--- src/rtl/pause_resolve.sv ---
module pause_resolve #(
  parameter int WM_W = 16
) (
  input  logic            clk,
  input  logic            rst_n,
  input  logic            resolve_i,
  input  logic            an_done_i,
  input  logic            an_failed_i,
  input  logic            loc_pause_i,
  input  logic            loc_asym_i,
  input  logic            lp_pause_i,
  input  logic            lp_asym_i,
  input  logic [2:0]      req_mode_i,
  input  logic            strict_i,
  input  logic            full_duplex_i,
  input  logic            xon_en_i,
  input  logic [WM_W-1:0] low_wm_i,
  input  logic [WM_W-1:0] high_wm_i,
  output logic [1:0]      mode_o,
  output logic            tx_fc_en_o,
  output logic            rx_fc_en_o,
  output logic [WM_W:0]   rx_thr_lo_o,
  output logic [WM_W-1:0] rx_thr_hi_o,
  output logic            cfg_err_o,
  output logic            done_o
);
  localparam logic [2:0] REQ_NONE = 3'd0;
  localparam logic [2:0] REQ_TX   = 3'd2;
  localparam logic [2:0] REQ_FULL = 3'd3;
  localparam logic [2:0] REQ_DEF  = 3'd4;
  localparam logic [1:0] M_NONE = 2'd0;
  localparam logic [1:0] M_RX   = 2'd1;
  localparam logic [1:0] M_TX   = 2'd2;
  localparam logic [1:0] M_FULL = 2'd3;

  logic            pend;
  logic            l_done, l_fail, l_lp, l_la, l_pp, l_pa, l_strict, l_fd, l_xon;
  logic [2:0]      l_req;
  logic [WM_W-1:0] l_lw, l_hw;

  always_ff @(posedge clk or negedge rst_n) begin
    if (!rst_n) begin
      pend <= 1'b0;
      {l_done, l_fail, l_lp, l_la, l_pp, l_pa, l_strict, l_fd, l_xon} <= '0;
      l_req <= '0;
      l_lw  <= '0;
      l_hw  <= '0;
    end else begin
      pend <= resolve_i;
      if (resolve_i) begin
        l_done   <= an_done_i;
        l_fail   <= an_failed_i;
        l_lp     <= loc_pause_i;
        l_la     <= loc_asym_i;
        l_pp     <= lp_pause_i;
        l_pa     <= lp_asym_i;
        l_strict <= strict_i;
        l_fd     <= full_duplex_i;
        l_xon    <= xon_en_i;
        l_req    <= req_mode_i;
        l_lw     <= low_wm_i;
        l_hw     <= high_wm_i;
      end
    end
  end

  logic [2:0] req_n;
  logic       req_bad;
  logic       do_res;
  logic [1:0] an_mode;
  logic [1:0] res_mode;

  assign req_n   = (l_req == REQ_DEF) ? REQ_FULL : l_req;
  assign req_bad = l_req > REQ_DEF;
  assign do_res  = l_fail | l_done;

  always_comb begin
    if (l_lp && l_pp)
      an_mode = (req_n == REQ_FULL) ? M_FULL : M_RX;
    else if (!l_lp && l_la && l_pp && l_pa)
      an_mode = M_TX;
    else if (l_lp && l_la && !l_pp && l_pa)
      an_mode = M_RX;
    else if (req_n == REQ_NONE || req_n == REQ_TX || l_strict)
      an_mode = M_NONE;
    else
      an_mode = M_RX;
    if (!l_fd)
      an_mode = M_NONE;
  end

  assign res_mode = l_fail ? req_n[1:0] : an_mode;

  always_ff @(posedge clk or negedge rst_n) begin
    if (!rst_n) begin
      mode_o      <= M_NONE;
      tx_fc_en_o  <= 1'b0;
      rx_fc_en_o  <= 1'b0;
      rx_thr_lo_o <= '0;
      rx_thr_hi_o <= '0;
      cfg_err_o   <= 1'b0;
      done_o      <= 1'b0;
    end else begin
      done_o <= pend;
      if (pend && do_res) begin
        if (req_bad) begin
          cfg_err_o <= 1'b1;
        end else begin
          cfg_err_o   <= 1'b0;
          mode_o      <= res_mode;
          tx_fc_en_o  <= res_mode[1];
          rx_fc_en_o  <= res_mode[0];
          rx_thr_lo_o <= res_mode[1] ? {l_xon, l_lw} : '0;
          rx_thr_hi_o <= res_mode[1] ? l_hw : '0;
        end
      end
    end
  end

  p_done_after_strobe_r2: assert property (@(posedge clk) disable iff (!rst_n)
    done_o |-> $past(resolve_i, 2));

  p_hold_between_r2: assert property (@(posedge clk) disable iff (!rst_n)
    !done_o |-> ($stable(mode_o) && $stable(tx_fc_en_o) && $stable(rx_fc_en_o)
                 && $stable(rx_thr_lo_o) && $stable(rx_thr_hi_o)));

  p_sym_rx_on_r3: assert property (@(posedge clk) disable iff (!rst_n)
    (done_o && !cfg_err_o && !$past(resolve_i) && l_done && !l_fail && l_fd && l_lp && l_pp)
      |-> rx_fc_en_o);

  p_half_duplex_none_r7: assert property (@(posedge clk) disable iff (!rst_n)
    (done_o && !cfg_err_o && !$past(resolve_i) && l_done && !l_fail && !l_fd)
      |-> (mode_o == M_NONE));

  p_thr_zero_r9: assert property (@(posedge clk) disable iff (!rst_n)
    !tx_fc_en_o |-> (rx_thr_lo_o == '0 && rx_thr_hi_o == '0));

  p_err_holds_r11: assert property (@(posedge clk) disable iff (!rst_n)
    (done_o && cfg_err_o) |-> ($stable(mode_o) && $stable(rx_thr_lo_o) && $stable(rx_thr_hi_o)));
endmodule

--- config.mk ---
export PLATFORM = sky130hd
export DESIGN_NAME = pause_resolve
export DESIGN_NICKNAME = d
export VERILOG_FILES = /design/src/rtl/pause_resolve.sv
export SDC_FILE = /design/constraint.sdc
export NUM_CORES = 1
export LEC_CHECK = 0
export ABC_AREA = 1
export BUFFER_PORTS_ARGS = -buffer_cell sky130_fd_sc_hd__buf_4
export CAP_MARGIN = 20
export CELL_PAD_IN_SITES_DETAIL_PLACEMENT = 1
export CELL_PAD_IN_SITES_GLOBAL_PLACEMENT = 1
export CORE_MARGIN = 2
export CORE_UTILIZATION = 40
export DETAILED_ROUTE_END_ITERATION = 8
export PLACE_DENSITY_LB_ADDON = 0.15
export REMOVE_ABC_BUFFERS = 1
export SLEW_MARGIN = 20
export SYNTH_ARGS = -nofsm -noshare
export SYNTH_HDL_FRONTEND = slang
export SYNTH_SLANG_ARGS = --single-unit
--- constraint.sdc ---
create_clock -name clk -period 3.33 [get_ports clk]
set_clock_uncertainty 0.1 [all_clocks]
set_input_delay 0.333 -clock clk [delete_from_list [all_inputs] [get_ports clk]]
set_output_delay 0.333 -clock clk [all_outputs]
set_load 0.1 [all_outputs]
Word-level counts from Yosys, hierarchy flattened
Index checks and enable logic that the tools add are counted.
{"block": "op_classes", "n_reduce_logical": 14, "order_cmp": 1, "multipliers": 0, "n_addsub": 0, "n_bitwise": 2, "div_mod_pow": 0, "shift": 0, "muxes": 11, "eq_ne": 3}
{"operator": "17-bit two-way mux", "count": 1}
{"operator": "16-bit two-way mux", "count": 1}
{"operator": "2-bit two-way mux", "count": 5}
{"operator": "1-bit logical AND", "count": 8}
{"operator": "3-bit by 2-bit equality test with 1-bit output, second input constant", "count": 2}
{"operator": "3-bit equality test, second input constant", "count": 1}
{"operator": "3-bit greater-than comparator, second input constant", "count": 1}
{"operator": "3-bit logical NOT", "count": 1}
{"operator": "1-bit two-way mux", "count": 3}
{"operator": "3-bit two-way mux", "count": 1}
{"operator": "1-bit logical NOT", "count": 2}
{"operator": "1-bit logical OR", "count": 2}
{"operator": "2-bit AND reduction", "count": 1}
{"operator": "1-bit NOT", "count": 1}
{"operator": "1-bit OR", "count": 1}
{"block": "totals", "mem_count": 0, "romBits": 0, "out_inout_bits": 39, "reg_bits": 84, "input_bits": 47, "latchBits": 0, "ramBits": 0, "wordCells": 51}

Logic depth before layout (Yosys ltp)
{"block": "depth", "ltp_word": 12, "depth_mapped": 9, "ltp_nobuf": 8}

Worst setup path after synthesis
No wires, ideal clock.
{"block": "synth_timing", "path_type": "reg2out", "from": "reg mode_o[0]", "to": "out mode_o[0]", "arrival_time_ps": 1340, "path_stages_with_launch": 2, "required_ps": 2897, "slack_ps": 1557, "path_buffers": 1, "path_cell_list": "dfrtp_1 buf_4"}
{"element": "start: declaration", "line_no": "19", "rtl": "output logic [1:0] mode_o,"}
{"element": "start signal: assignment", "line_no": "110", "rtl": "mode_o <= res_mode;"}
No word-level cell between the ends.

Worst setup path in the final report
{"block": "layout_timing", "from": "reg l_req[0]", "to": "reg mode_o[0]"}
{"block": "layout_between", "elab_chain_cells": 11, "elab_cells_between_ends": 15, "cone_classes": "order compare (1); eq/ne (2); mux (7); bitwise (1); reduce/logical (4)"}
{"element": "start: declaration", "line_no": "38", "rtl": "logic [2:0] l_req;"}
{"element": "start signal: assignment", "line_no": "60", "rtl": "l_req <= req_mode_i;"}
{"element": "3-bit equality test", "line_no": "73", "rtl": "assign req_n = (l_req == REQ_DEF) ? REQ_FULL : l_req;"}
{"element": "3-bit two-way mux", "line_no": "73"}
{"element": "3-bit by 2-bit equality test with 1-bit output / 3-bit logical NOT (equally long branches)", "line_no": "84", "rtl": "else if (req_n == REQ_NONE || req_n == REQ_TX || l_strict)"}
{"element": "1-bit logical OR (2 in a row)", "line_no": "84"}
{"element": "1-bit two-way mux", "line_no": "84"}
{"element": "1-bit two-way mux", "line_no": "82", "rtl": "else if (l_lp && l_la && !l_pp && l_pa)"}
{"element": "2-bit two-way mux", "line_no": "80", "rtl": "else if (!l_lp && l_la && l_pp && l_pa)"}
{"element": "2-bit two-way mux", "line_no": "78", "rtl": "if (l_lp && l_pp)"}
{"element": "2-bit two-way mux", "line_no": "88", "rtl": "if (!l_fd)"}
{"element": "2-bit two-way mux", "line_no": "92", "rtl": "assign res_mode = l_fail ? req_n[1:0] : an_mode;"}
Parallel ways exist; a longest one is shown, timed or not.
A chain may end at the register's enable or synchronous reset.

==> out/qor.csv <==
stage,metric,value,unit
run_status,status,finished clean,
power,peak supply drop,0.000292,V
sta,Tmin final,1.89,ns
place,pre-CTS setup slack,1.40,ns
clock_tree,later-pin clock latency in the skew report,0.34,ns
worst_setup_path,Setup crit end kind,flip-flop,
synthesis,"flops & latches, synth",82,
final_layout,# diodes,0,
sta,setup ws final,1.44,ns
synthesis,asr flop ratio synth,100,%
floorplanning,chip width,94.7,um
drt,Via Count,2293,
synthesis,post-synth top area cell,dfrtp_1,
floorplanning,FP Rows,33,
drt,drt total wl,7.14,mm
drt,# DRC,0,
floorplanning,num ports,86,
grt,largest net degree at the start of global routing,83,
final_layout,fraction of layout cells with a size suffix above 1,40.8,%
drt,Vias/cell,4.85,
place,global placer's final weighted congestion,0.747,
floorplanning,core area,8090,um2
final_layout,final net count,410,
drt,Pre-Repair DR Iteration Count,4,
worst_setup_path,Crit path required time,3.46,ns
floorplanning,Die Span Y,94.7,um
worst_setup_path,"Max FO, Critical Path",36,
synthesis,most numerous cell in the Yosys netlist,dfrtp_1,
sta,Final Cycle Share,56.9,%
synthesis,Synth top cells by count,"dfrtp_1 (82), nand2_1 (81), mux2_2 (40), nand3_1 (36), buf_4 (8)",
place,DP Area,3940,um2
flow_run,max cap viols,0,
final_layout,Post-Route Utilization,52.0,%
worst_hold_path,worst min-delay path category,input port to flip-flop,
synthesis,Post-synth EDFFs,0,
power,LEAKAGE,2.13,nW
synthesis,Mean Syn Cell Area,11.7,um2
worst_setup_path,crit start category,flip-flop,
worst_setup_path,Critical Setup Path Class,flip-flop to flip-flop,
sta,RSZ-0062 raised after global routing,false,
clock_tree,Resized Gates After CTS,0,
final_layout,"Design Area, Final",4210,um2
synthesis,Gate Count Post-Synth,281,
grt,initial antenna violation count,0,
synthesis,ys flop type,dfrtp_1,
clock_tree,CTS tree,built,
clock_tree,CTS buffer count,9,
clock_tree,maximum root-to-sink buffer count,2,
final_layout,Layout area overhead,28.0,%
place,IO buf count,85,
clock_tree,clk sink count,82,
clock_tree,CTS root buf,clkbuf_8,
floorplanning,die area,8970,um2
sta,"Slew Viols, Final",0,
synthesis,synthesized cell area,3290,um2
floorplanning,initial core utilization,40.6,%
sta,setup tns final,0,ns
clock_tree,Clock transition at path regs,0.08,ns
drt,DR WL/cell,15.1,um
sta,Worst Tran Pin Value,0.589,ns
grt,Tot GR Track Use,17.4,%
sta,"Setup violations, final",0,
sta,Max Fclk,528,MHz
grt,grt ovf,0,
sta,final-report hold violation count,0,
clock_tree,H-tree depth,3,
grt,vias in the first global route,2444,
power,pwr dens,746,nW/um2
worst_setup_path,critical path arrival,2.03,ns
sta,Rel. slew slack,60.7,%
synthesis,Synth top area share,62.4,%
drt,Antenna Nets Post-Route,0,
synthesis,Synth area leaders,"dfrtp_1 (62%), mux2_2 (14%), nand2_1 (9.2%)",
synthesis,sequential area share after synthesis,62.4,%
final_layout,# fillers,911,
synthesis,Ys Warns,0,
synthesis,Synth cell types,21,
grt,first-pass GRT wire length,11.9,mm
drt,number of DRC markers in iteration 0,81,
place,hpwl dp,4.65,mm
## logic make-up (layout without fill, tap and decap cells)
| family | count (synthesis) | in the layout | share of synthesized area, % |
|---|---|---|---|
| DFF | 82 | 82 | 62.4 |
| buffers and inverters | 24 | 111 | 4.60 |
| AOI/OAI and AO/OA | 13 | 13 | 2.74 |
| and+or+nand+nor | 122 | 122 | 16.6 |
| muxes | 40 | 40 | 13.7 |
## worst max-delay path, stage by stage (launching register included)
cell	delay [ns]
dfrtp_1	0.42
o21ai_2	0.20
inv_2	0.08
nor2_8	0.42
inv_4	0.27
a21oi_1	0.19
a21oi_1	0.08
## state kept, by name (all words and copies together) (netlist names)
register / flops
l_lw: 16
mode_o: 2
l_hw: 16
pend: 1
rx_thr_hi_o: 16
l_xon: 1
l_fail: 1
rx_thr_lo_o: 17
l_strict: 1
l_lp: 1
l_pp: 1
l_fd: 1
cfg_err_o: 1
done_o: 1
l_req: 3
l_la: 1
l_done: 1
l_pa: 1
## layout make-up
cell class	instances	area, um2	share of cell area (%)
inverter	8	32.5	0.772
tap	105	131	3.12
sequential	82	2050	48.7
multi-input combinational	175	1090	25.8
timing repair buffer	87	676	16.0
clock buffer	11	131	3.12
clock inverter	5	103	2.44
## worst paths after layout
check	start	endpoint	slack, ns	cells after the start
setup / recovery	l_req[0]	mode_o[0]	1.44	6
hold / removal	req_mode_i[2]	l_req[2]	0.09	3
setup reg to reg	l_req[0]	mode_o[0]	1.44	6
hold reg to reg	pend	done_o	0.30	0
max in group asynchronous	rst_n	rx_thr_hi_o[10]	2.16	3
min in group asynchronous	rst_n	l_lw[13]	0.38	2
## routing by layer
metal,global-route usage [%],wire (um)
met5,0,0
met4,6.88,114
met3,4.55,412
met2,28.0,3470
met1,22.5,3140
## layout by cell type, fill, tap and decap left out, types with 2 or more instances in the layout
cell,netlist,routed
a21oi_1,2,2
buf_4,8,85
bufinv_16,0,3
clkbuf_1,0,2
clkbuf_8,0,9
dfrtp_1,82,82
inv_1,5,5
mux2_2,40,40
nand2_1,81,81
nand3_1,36,36
o21ai_0,7,7
o21ai_2,2,2
## stage by stage
stage               power (mW)  std cells  hold WS [ns]
global placement          2.30        455         0.276
floorplan                 2.02        265       -0.0626
CTS                       3.17        471        0.0769
detailed placement        2.32        455         0.285
finish                    3.14        473        0.0918
global route              3.28        473        0.0935
## report_power, final
group          switching [mW]  internal (mW)
registers              0.0884           1.13
clock network           0.352          0.498
logic                   0.834          0.241
## repair_timing
item	4_1_cts	5_1_grt
endpoints found under the setup margin	0	0
hold endpoints to repair	0	33
hold buffers	0	1
buffers inserted	0	0
Power figures use the tool's default switching activity.
